==> src/rtl/wdog_pkg.sv <==
package wdog_pkg;

  typedef enum logic {
    ST_RUN   = 1'b0,
    ST_GRACE = 1'b1
  } wdog_stage_e;

  // interval length for a mode code after scaling
  function automatic logic [31:0] wdog_limit(input logic [1:0] code, input int shift);
    return 32'd1 << (17 + 3 * int'(code) - shift);
  endfunction

endpackage

==> src/rtl/wdog_interval.sv <==
module wdog_interval
  import wdog_pkg::*;
#(
  parameter int SHIFT = 0,
  parameter int GRACE = 512,
  parameter int CW    = 27
) (
  input  logic       clk_i,
  input  logic       rst_ni,
  input  logic       restart_i,
  input  logic [1:0] mode_i,
  output logic       warn_evt_o,
  output logic       expire_evt_o
);

  logic [CW-1:0] lim_tab [4];
  for (genvar g = 0; g < 4; g++) begin : g_lim
    assign lim_tab[g] = CW'(wdog_limit(2'(g), SHIFT));
  end

  logic [CW-1:0] cnt_q, cnt_d;
  wdog_stage_e   stage_q, stage_d;
  logic [1:0]    mode_q;
  logic          mode_en;
  logic [CW-1:0] end_val;
  logic          at_end;

  always_comb begin
    end_val = (stage_q == ST_GRACE) ? CW'(GRACE) : lim_tab[mode_q];
    at_end  = (cnt_q == end_val - 1'b1);
    mode_en = restart_i;
    cnt_d   = cnt_q + 1'b1;
    stage_d = stage_q;
    if (restart_i) begin
      cnt_d   = '0;
      stage_d = ST_RUN;
    end else if (at_end) begin
      cnt_d   = '0;
      stage_d = (stage_q == ST_RUN) ? ST_GRACE : ST_RUN;
    end
  end

  assign warn_evt_o   = !restart_i && at_end && (stage_q == ST_RUN);
  assign expire_evt_o = !restart_i && at_end && (stage_q == ST_GRACE);

  always_ff @(posedge clk_i or negedge rst_ni) begin
    if (!rst_ni) begin
      cnt_q   <= '0;
      stage_q <= ST_RUN;
    end else begin
      cnt_q   <= cnt_d;
      stage_q <= stage_d;
    end
  end

  always_ff @(posedge clk_i or negedge rst_ni) begin
    if (!rst_ni) begin
      mode_q <= 2'b00;
    end else if (mode_en) begin
      mode_q <= mode_i;
    end
  end

endmodule

==> src/rtl/wdog_flag.sv <==
module wdog_flag (
  input  logic clk_i,
  input  logic rst_ni,
  input  logic set_i,
  input  logic clr_i,
  output logic flag_o
);

  logic flag_d;

  always_comb begin
    flag_d = set_i | (flag_o & ~clr_i);
  end

  always_ff @(posedge clk_i or negedge rst_ni) begin
    if (!rst_ni) begin
      flag_o <= 1'b0;
    end else begin
      flag_o <= flag_d;
    end
  end

endmodule

==> src/rtl/wdog_two_stage.sv <==
module wdog_two_stage
  import wdog_pkg::*;
#(
  parameter int SHIFT = 0,
  parameter int GRACE = 512
) (
  input  logic       clk_i,
  input  logic       rst_ni,
  input  logic [1:0] mode_i,
  input  logic       irq_en_i,
  input  logic       rst_en_i,
  input  logic       restart_i,
  input  logic       irq_clr_i,
  input  logic       to_clr_i,
  output logic       irq_flag_o,
  output logic       to_flag_o,
  output logic       irq_o,
  output logic       rst_req_o
);

  localparam logic [31:0] LIM_MAX = wdog_limit(2'b11, SHIFT);
  localparam int          SPAN    = (LIM_MAX > 32'(GRACE)) ? int'(LIM_MAX) : GRACE;
  localparam int          CW      = $clog2(SPAN) + 1;

  logic warn_evt;
  logic expire_evt;
  logic rst_req_d;

  wdog_interval #(
    .SHIFT (SHIFT),
    .GRACE (GRACE),
    .CW    (CW)
  ) i_interval (
    .clk_i        (clk_i),
    .rst_ni       (rst_ni),
    .restart_i    (restart_i),
    .mode_i       (mode_i),
    .warn_evt_o   (warn_evt),
    .expire_evt_o (expire_evt)
  );

  wdog_flag i_irq_flag (
    .clk_i  (clk_i),
    .rst_ni (rst_ni),
    .set_i  (warn_evt),
    .clr_i  (irq_clr_i),
    .flag_o (irq_flag_o)
  );

  wdog_flag i_to_flag (
    .clk_i  (clk_i),
    .rst_ni (rst_ni),
    .set_i  (expire_evt),
    .clr_i  (to_clr_i),
    .flag_o (to_flag_o)
  );

  assign irq_o = irq_flag_o & irq_en_i;

  always_comb begin
    rst_req_d = expire_evt & rst_en_i;
  end

  always_ff @(posedge clk_i or negedge rst_ni) begin
    if (!rst_ni) begin
      rst_req_o <= 1'b0;
    end else begin
      rst_req_o <= rst_req_d;
    end
  end

endmodule

==> config.mk <==
export PLATFORM = sky130hd
export DESIGN_NAME = wdog_two_stage
export DESIGN_NICKNAME = d
export VERILOG_FILES = /design/src/rtl/wdog_pkg.sv /design/src/rtl/wdog_interval.sv /design/src/rtl/wdog_flag.sv /design/src/rtl/wdog_two_stage.sv
export SDC_FILE = /design/constraint.sdc
export NUM_CORES = 1
export LEC_CHECK = 0
export CAP_MARGIN = 20
export CORE_AREA = 2 2 93 50
export DETAILED_ROUTE_END_ITERATION = 7
export DIE_AREA = 0 0 95 52
export PLACE_DENSITY = 0.64
export SLEW_MARGIN = 20
export SYNTH_ARGS = -nofsm -noshare
export SYNTH_HDL_FRONTEND = slang
export SYNTH_SLANG_ARGS = --single-unit
==> constraint.sdc <==
create_clock -name clk_i -period 2.2 [get_ports clk_i]
set_input_delay 0.55 -clock clk_i [delete_from_list [all_inputs] [get_ports clk_i]]
set_output_delay 0.55 -clock clk_i [all_outputs]
set_load 0.01 [all_outputs]
-- Word-level counts from Yosys, hierarchy flattened
Cells that the tools add are included.
- shift-type cells: 0
- divide/modulo/power cells: 0
- eq/ne operators: 1
- bitwise logic cells: 10
- multiply operators: 0
- muxes and demuxes: 9
- order comparisons: 1
- $add $sub $neg: 2
- reduce and logical (&&, ||, !) cells: 5
- operator list (operator ; number):
    2-to-1 mux 27 bit ; 5
    binary-select mux 27 bit (select 2 bit) ; 1
    adder 27 x 1 -> 27 bit (second input constant) ; 1
    == test 27 bit ; 1
    subtractor 27 x 1 -> 27 bit (second input constant) ; 1
    bitwise AND 1 bit ; 4
    >= comparator 3 bit (second input constant) ; 1
    logical AND 1 bit ; 3
    2-to-1 mux 1 bit ; 3
    NOT 1 bit ; 3
    NOT 2 -> 3 bit ; 1
    bitwise OR 1 bit ; 2
    nonzero test 2 bit ; 1
    zero test 1 bit ; 1
- memory bits (read-only): 0
- memory bits (writable): 0
- logic and storage cells: 34
- memories kept: 0
- bits in registers: 33
- latch bits: 0
- input port bits: 9

-- Longest topological paths before layout
- depth in word-level cells: 10
- depth in mapped cells: 8
- depth with buffers taken out: 6

-- Cells and area by module
From an unflattened synthesis, not the netlist that was laid out.
- cell total of the unflattened synthesis: 177
- area, all modules: 1715.4 um^2
- modules (own cells, without submodules) (module ; cells each ; area an instance (um^2) ; seq. area each (um^2) ; times used):
    wdog_interval ; 168 ; 1605.3 ; 750.7 ; 1
    wdog_flag ; 3 ; 36.3 ; 25.0 ; 2
    wdog_two_stage ; 3 ; 37.5 ; 25.0 ; 1

-- Worst setup path after synthesis
OpenSTA, ideal clock, no wires.
- kind: reg-to-reg
- start: reg i_interval.cnt_q[17]
- end: reg i_interval.cnt_q[12]
- cell stages (with the launch flop): 8
- data arrival time: 1.775 ns
- required time: 2.081 ns
- setup time: 0.119 ns
- path buffers: 2
- slack: 0.306 ns
- cells stage by stage: dfrtp_1 or3_1 mux2_2 nor4b_2 a21o_2 buf_6 buf_12 nor2_1
- longest elaborated chain between the ends: 3
- RTL lines (item ; line ; text):
    from (decl) ; wdog_interval.sv:21 ; logic [CW-1:0] cnt_q, cnt_d;
    from (signal assigned) ; wdog_interval.sv:51 ; cnt_q <= cnt_d;
    == test 27 bit ; wdog_interval.sv:30 ; at_end = (cnt_q == end_val - 1'b1);
    2-to-1 mux 27 bit ; wdog_interval.sv:37 ; end else if (at_end) begin
    2-to-1 mux 27 bit ; wdog_interval.sv:34 ; if (restart_i) begin
    via i_interval.cnt_d[12] ; wdog_interval.sv:21 ;
The timed path passes the listed nets, and every way through them passes these cells.
A chain may end at the register's enable or synchronous reset.

-- Worst setup path after layout
- start: reg i_interval.cnt_q[17]
- end: reg i_interval.cnt_q[22]
- longest elaborated chain between the ends: 3
- elaborated cells between the ends (all ways): 4
- classes of those cells: add/sub (1); eq/ne (1); mux (2)
- RTL lines (item ; line):
    adder 27 x 1 -> 27 bit / == test 27 bit (equally long branches) ; wdog_interval.sv:32, wdog_interval.sv:30
    2-to-1 mux 27 bit * ; wdog_interval.sv:37
    2-to-1 mux 27 bit * ; wdog_interval.sv:34
    via i_interval.cnt_d[22] ; wdog_interval.sv:21
The timed path passes the listed nets; every way through them passes the cells marked *.

==> metrics.md <==
| Metric | Value |
|---|---|
| Outcome | `completed` |
| CTS Sinks | `33` |
| Post-route DRC | `0` |
| YS warnings | `0` |
| DP Area | `0.00188 mm^2` |
| Leak pwr | `just under 0.9 nW` |
| Layout Utilization | `between 40% and 50%` |
| Synth Cell Area | `roughly 0.0017 mm^2` |
| Reg clk slew, reported paths | `roughly 0.060 ns` |
| Io pins | `13` |
| Final Critical Period | `between 2 and 2.5 ns` |
| Remaining Overflow, GRT | `0` |
| Hold slack | `about 0.50 ns` |
| Peak VDD IR | `around 0.23 mV` |
| Final instance area | `just under 0.002 mm^2` |
| Vias in the first global route | `1209` |
| Met3 wire len | `163 um` |
| Share of layout cells above drive strength 1 | `about an eighth` |
| Gp weighted congestion | `0.782` |
| Die Span Y | `between 50 and 60 um` |
| Fin Setup TNS | `0 ns` |
| Commonest non-fill, non-tap cells in the layout | `dfrtp_1 (33), nor2_1 (32), xor2_1 (17), nand3_1 (12), clkdlybuf4s50_1 (11)` |
| CP arrival | `about 2.2 ns` |
| 1st-iter DRT viols | `100` |
| Post-Layout Cell Count | `245` |
| CP endpoint kind | `flip-flop` |
| First-pass GRT wire length | `5660 um` |
| Max layer used | `met4` |
| Clock Latency Late Sink | `between 0.2 and 0.3 ns` |
| Hold Vio Cnt, Final | `0` |
| Final Skew | `around 0.003 ns` |
| Core area | `0.00419 mm^2` |
| Area of the multi-input gates | `roughly 760 um^2` |
| Setup crit start kind | `flip-flop` |
| Worst Path Required | `2.37 ns` |
| Sequential cell area fraction in the yosys report | `about half` |
| FF+latch area | `approximately 830 um^2` |
| Crit path kind | `flip-flop to flip-flop` |
| Synth Flop Type | `dfrtp_1` |
| Hpwl dp | `approximately 2400 um` |
| Commonest non-fill, non-tap cell in the layout | `dfrtp_1` |
| Detailed Route WL | `approximately 3400 um` |
| Routed via count | `roughly 1200` |
| Slew headroom | `67.9%` |
| Seq cells post-synth | `33` |
| HP Class | `flip-flop to flip-flop` |
| Number of cell rows | `17` |
| Initial antenna violation count | `0` |
| Yosys cell types | `32` |
| # setup viols final | `0` |
| Synthesized netlist cell count | `about 170` |
| Die width | `between 90 and 100 um` |
| Die footprint | `between 0.004 and 0.005 mm^2` |
| DR WL/cell | `~14 um` |
| Final Max Tran Viols | `0` |
| Worst slew pin tran | `0.477 ns` |
| CTS root buf | `clkbuf_8` |
| RSZ-0062 raised after global routing | `no` |
| PD cells | `between 500 and 600 mW/mm^2` |
| Starting Density | `39.9%` |
| CTS tree | `built` |
| Fmax | `between 0.4 and 0.5 GHz` |
| Total Power | `1.10 mW` |
| M1 WL | `1730 um` |
| Diodes inserted | `0` |
| Placement Setup Slack | `roughly 0.026 ns` |
| Antenna-violating nets left | `0` |
| Fill cells | `approximately 380` |
| CTS H-tree lvls | `2` |
| PortBufs | `12` |
| Total GRT Usage | `between 10% and 20%` |
| Drt first pass iters | `4` |
| Syn nets | `around 180` |
| Longest Clk Path Bufs | `2` |
| Max-Cap Viols | `0` |
| Post-synth ARST share | `100%` |
| Post-Place Cells | `approximately 240` |
| EDFF count, synth | `0` |
| Synth-to-layout area growth | `17.2%` |
| Max Fanout on Critical Path | `22` |
| Largest net degree at the start of global routing | `34` |
| # hold bufs at CTS | `0` |
| Final worst-path setup slack | `between 0.1 and 0.15 ns` |
| Layout net count | `around 200` |
| Via density | `about 4.9` |
| Number of buffers created by CTS | `5` |
| Synth Area per Inst | `roughly 10 um^2` |
| Period utilization | `slightly above 90%` |
| Met2 wire len | `about 1400 um` |
## flip-flops by register name, summed over array words and instances, names as in the netlist
signal and count:
i_interval.mode_q 2, i_to_flag.flag_o 1, i_interval.cnt_q 27, i_irq_flag.flag_o 1, rst_req_o 1, i_interval.stage_q 1
## cell families (layout without fill, tap and decap cells)
| group | Yosys count | count (layout) | share of synthesized area, % |
|---|---|---|---|
| flops | 33 | 33 | 49.4 |
| fa+ha+maj | 1 | 1 | 0.748 |
| mux | 5 | 5 | 3.22 |
| buf+inv | 12 | 34 | 5.16 |
| simple gates | 81 | 81 | 24.5 |
| compound gates | 9 | 9 | 3.89 |
| xor+xnor | 25 | 25 | 13.1 |
## report_power, final
part / total (mW) / internal [mW] / switching [mW] / leakage (nW)
registers: 0.624 / 0.615 / 0.00906 / 0.454
clock network: 0.410 / 0.208 / 0.202 / 0.0399
logic: 0.0687 / 0.0334 / 0.0353 / 0.378
## path summary, 6_finish.rpt
check | from | end | slack (ns) | depth (start not counted)
min | i_interval.cnt_q[0] | i_interval.cnt_q[0] | 0.50 | 1
max reg2reg | i_interval.cnt_q[17] | i_interval.cnt_q[22] | 0.15 | 6
min in group asynchronous | rst_ni | i_interval.cnt_q[13] | 0.67 | 2
max | i_interval.cnt_q[17] | i_interval.cnt_q[22] | 0.15 | 6
min reg2reg | i_interval.cnt_q[0] | i_interval.cnt_q[0] | 0.50 | 1
max in group asynchronous | rst_ni | i_interval.cnt_q[4] | 1.22 | 2
## metal layers
metal	vias to the layer above	global-route usage, %
met3	6	5.07
met2	19	23.9
met5	-	0
li1	604	-
met1	582	21.1
met4	0	4.83
## worst max-delay path, cell delays in order (launching register included)
cell and delay [ns]:
dfrtp_1 0.42, or3_1 0.40, mux2_2 0.29, nor4b_2 0.32, a21o_2 0.27, buf_12 0.17, nor2_1 0.06
## cells in the mapped netlist (2+ instances only)
cell / instances / area share, %
a21o_2: 2 / 1.0
a21oi_1: 2 / 0.60
a22o_1: 2 / 1.0
and3_1: 4 / 1.5
buf_12: 2 / 2.4
dfrtp_1: 33 / 49
inv_1: 7 / 1.6
mux2_2: 3 / 2.0
mux2i_1: 2 / 1.2
nand2_1: 6 / 1.3
nand3_1: 12 / 3.6
nand4_1: 10 / 3.7
nor2_1: 32 / 7.2
nor3_1: 5 / 1.5
nor4_1: 3 / 1.1
or3_1: 2 / 0.75
xnor2_1: 8 / 4.2
xor2_1: 17 / 8.9
## final cells by class
class | count | area share (%)
Clock buffer | 5 | 3.51
Clock inverter | 1 | 0.255
Inverter | 7 | 1.34
Multi-Input combinational cell | 121 | 38.8
Sequential cell | 33 | 42.1
Tap cell | 57 | 3.64
Timing Repair Buffer | 21 | 10.3
## timing repair
item | CTS | global route
endpoints found under the setup margin | 0 | 1
buffers inserted | 0 | 0
hold endpoints to repair | 0 | 0
resized for setup | 0 | 1
(Power assumes the default switching activity.)
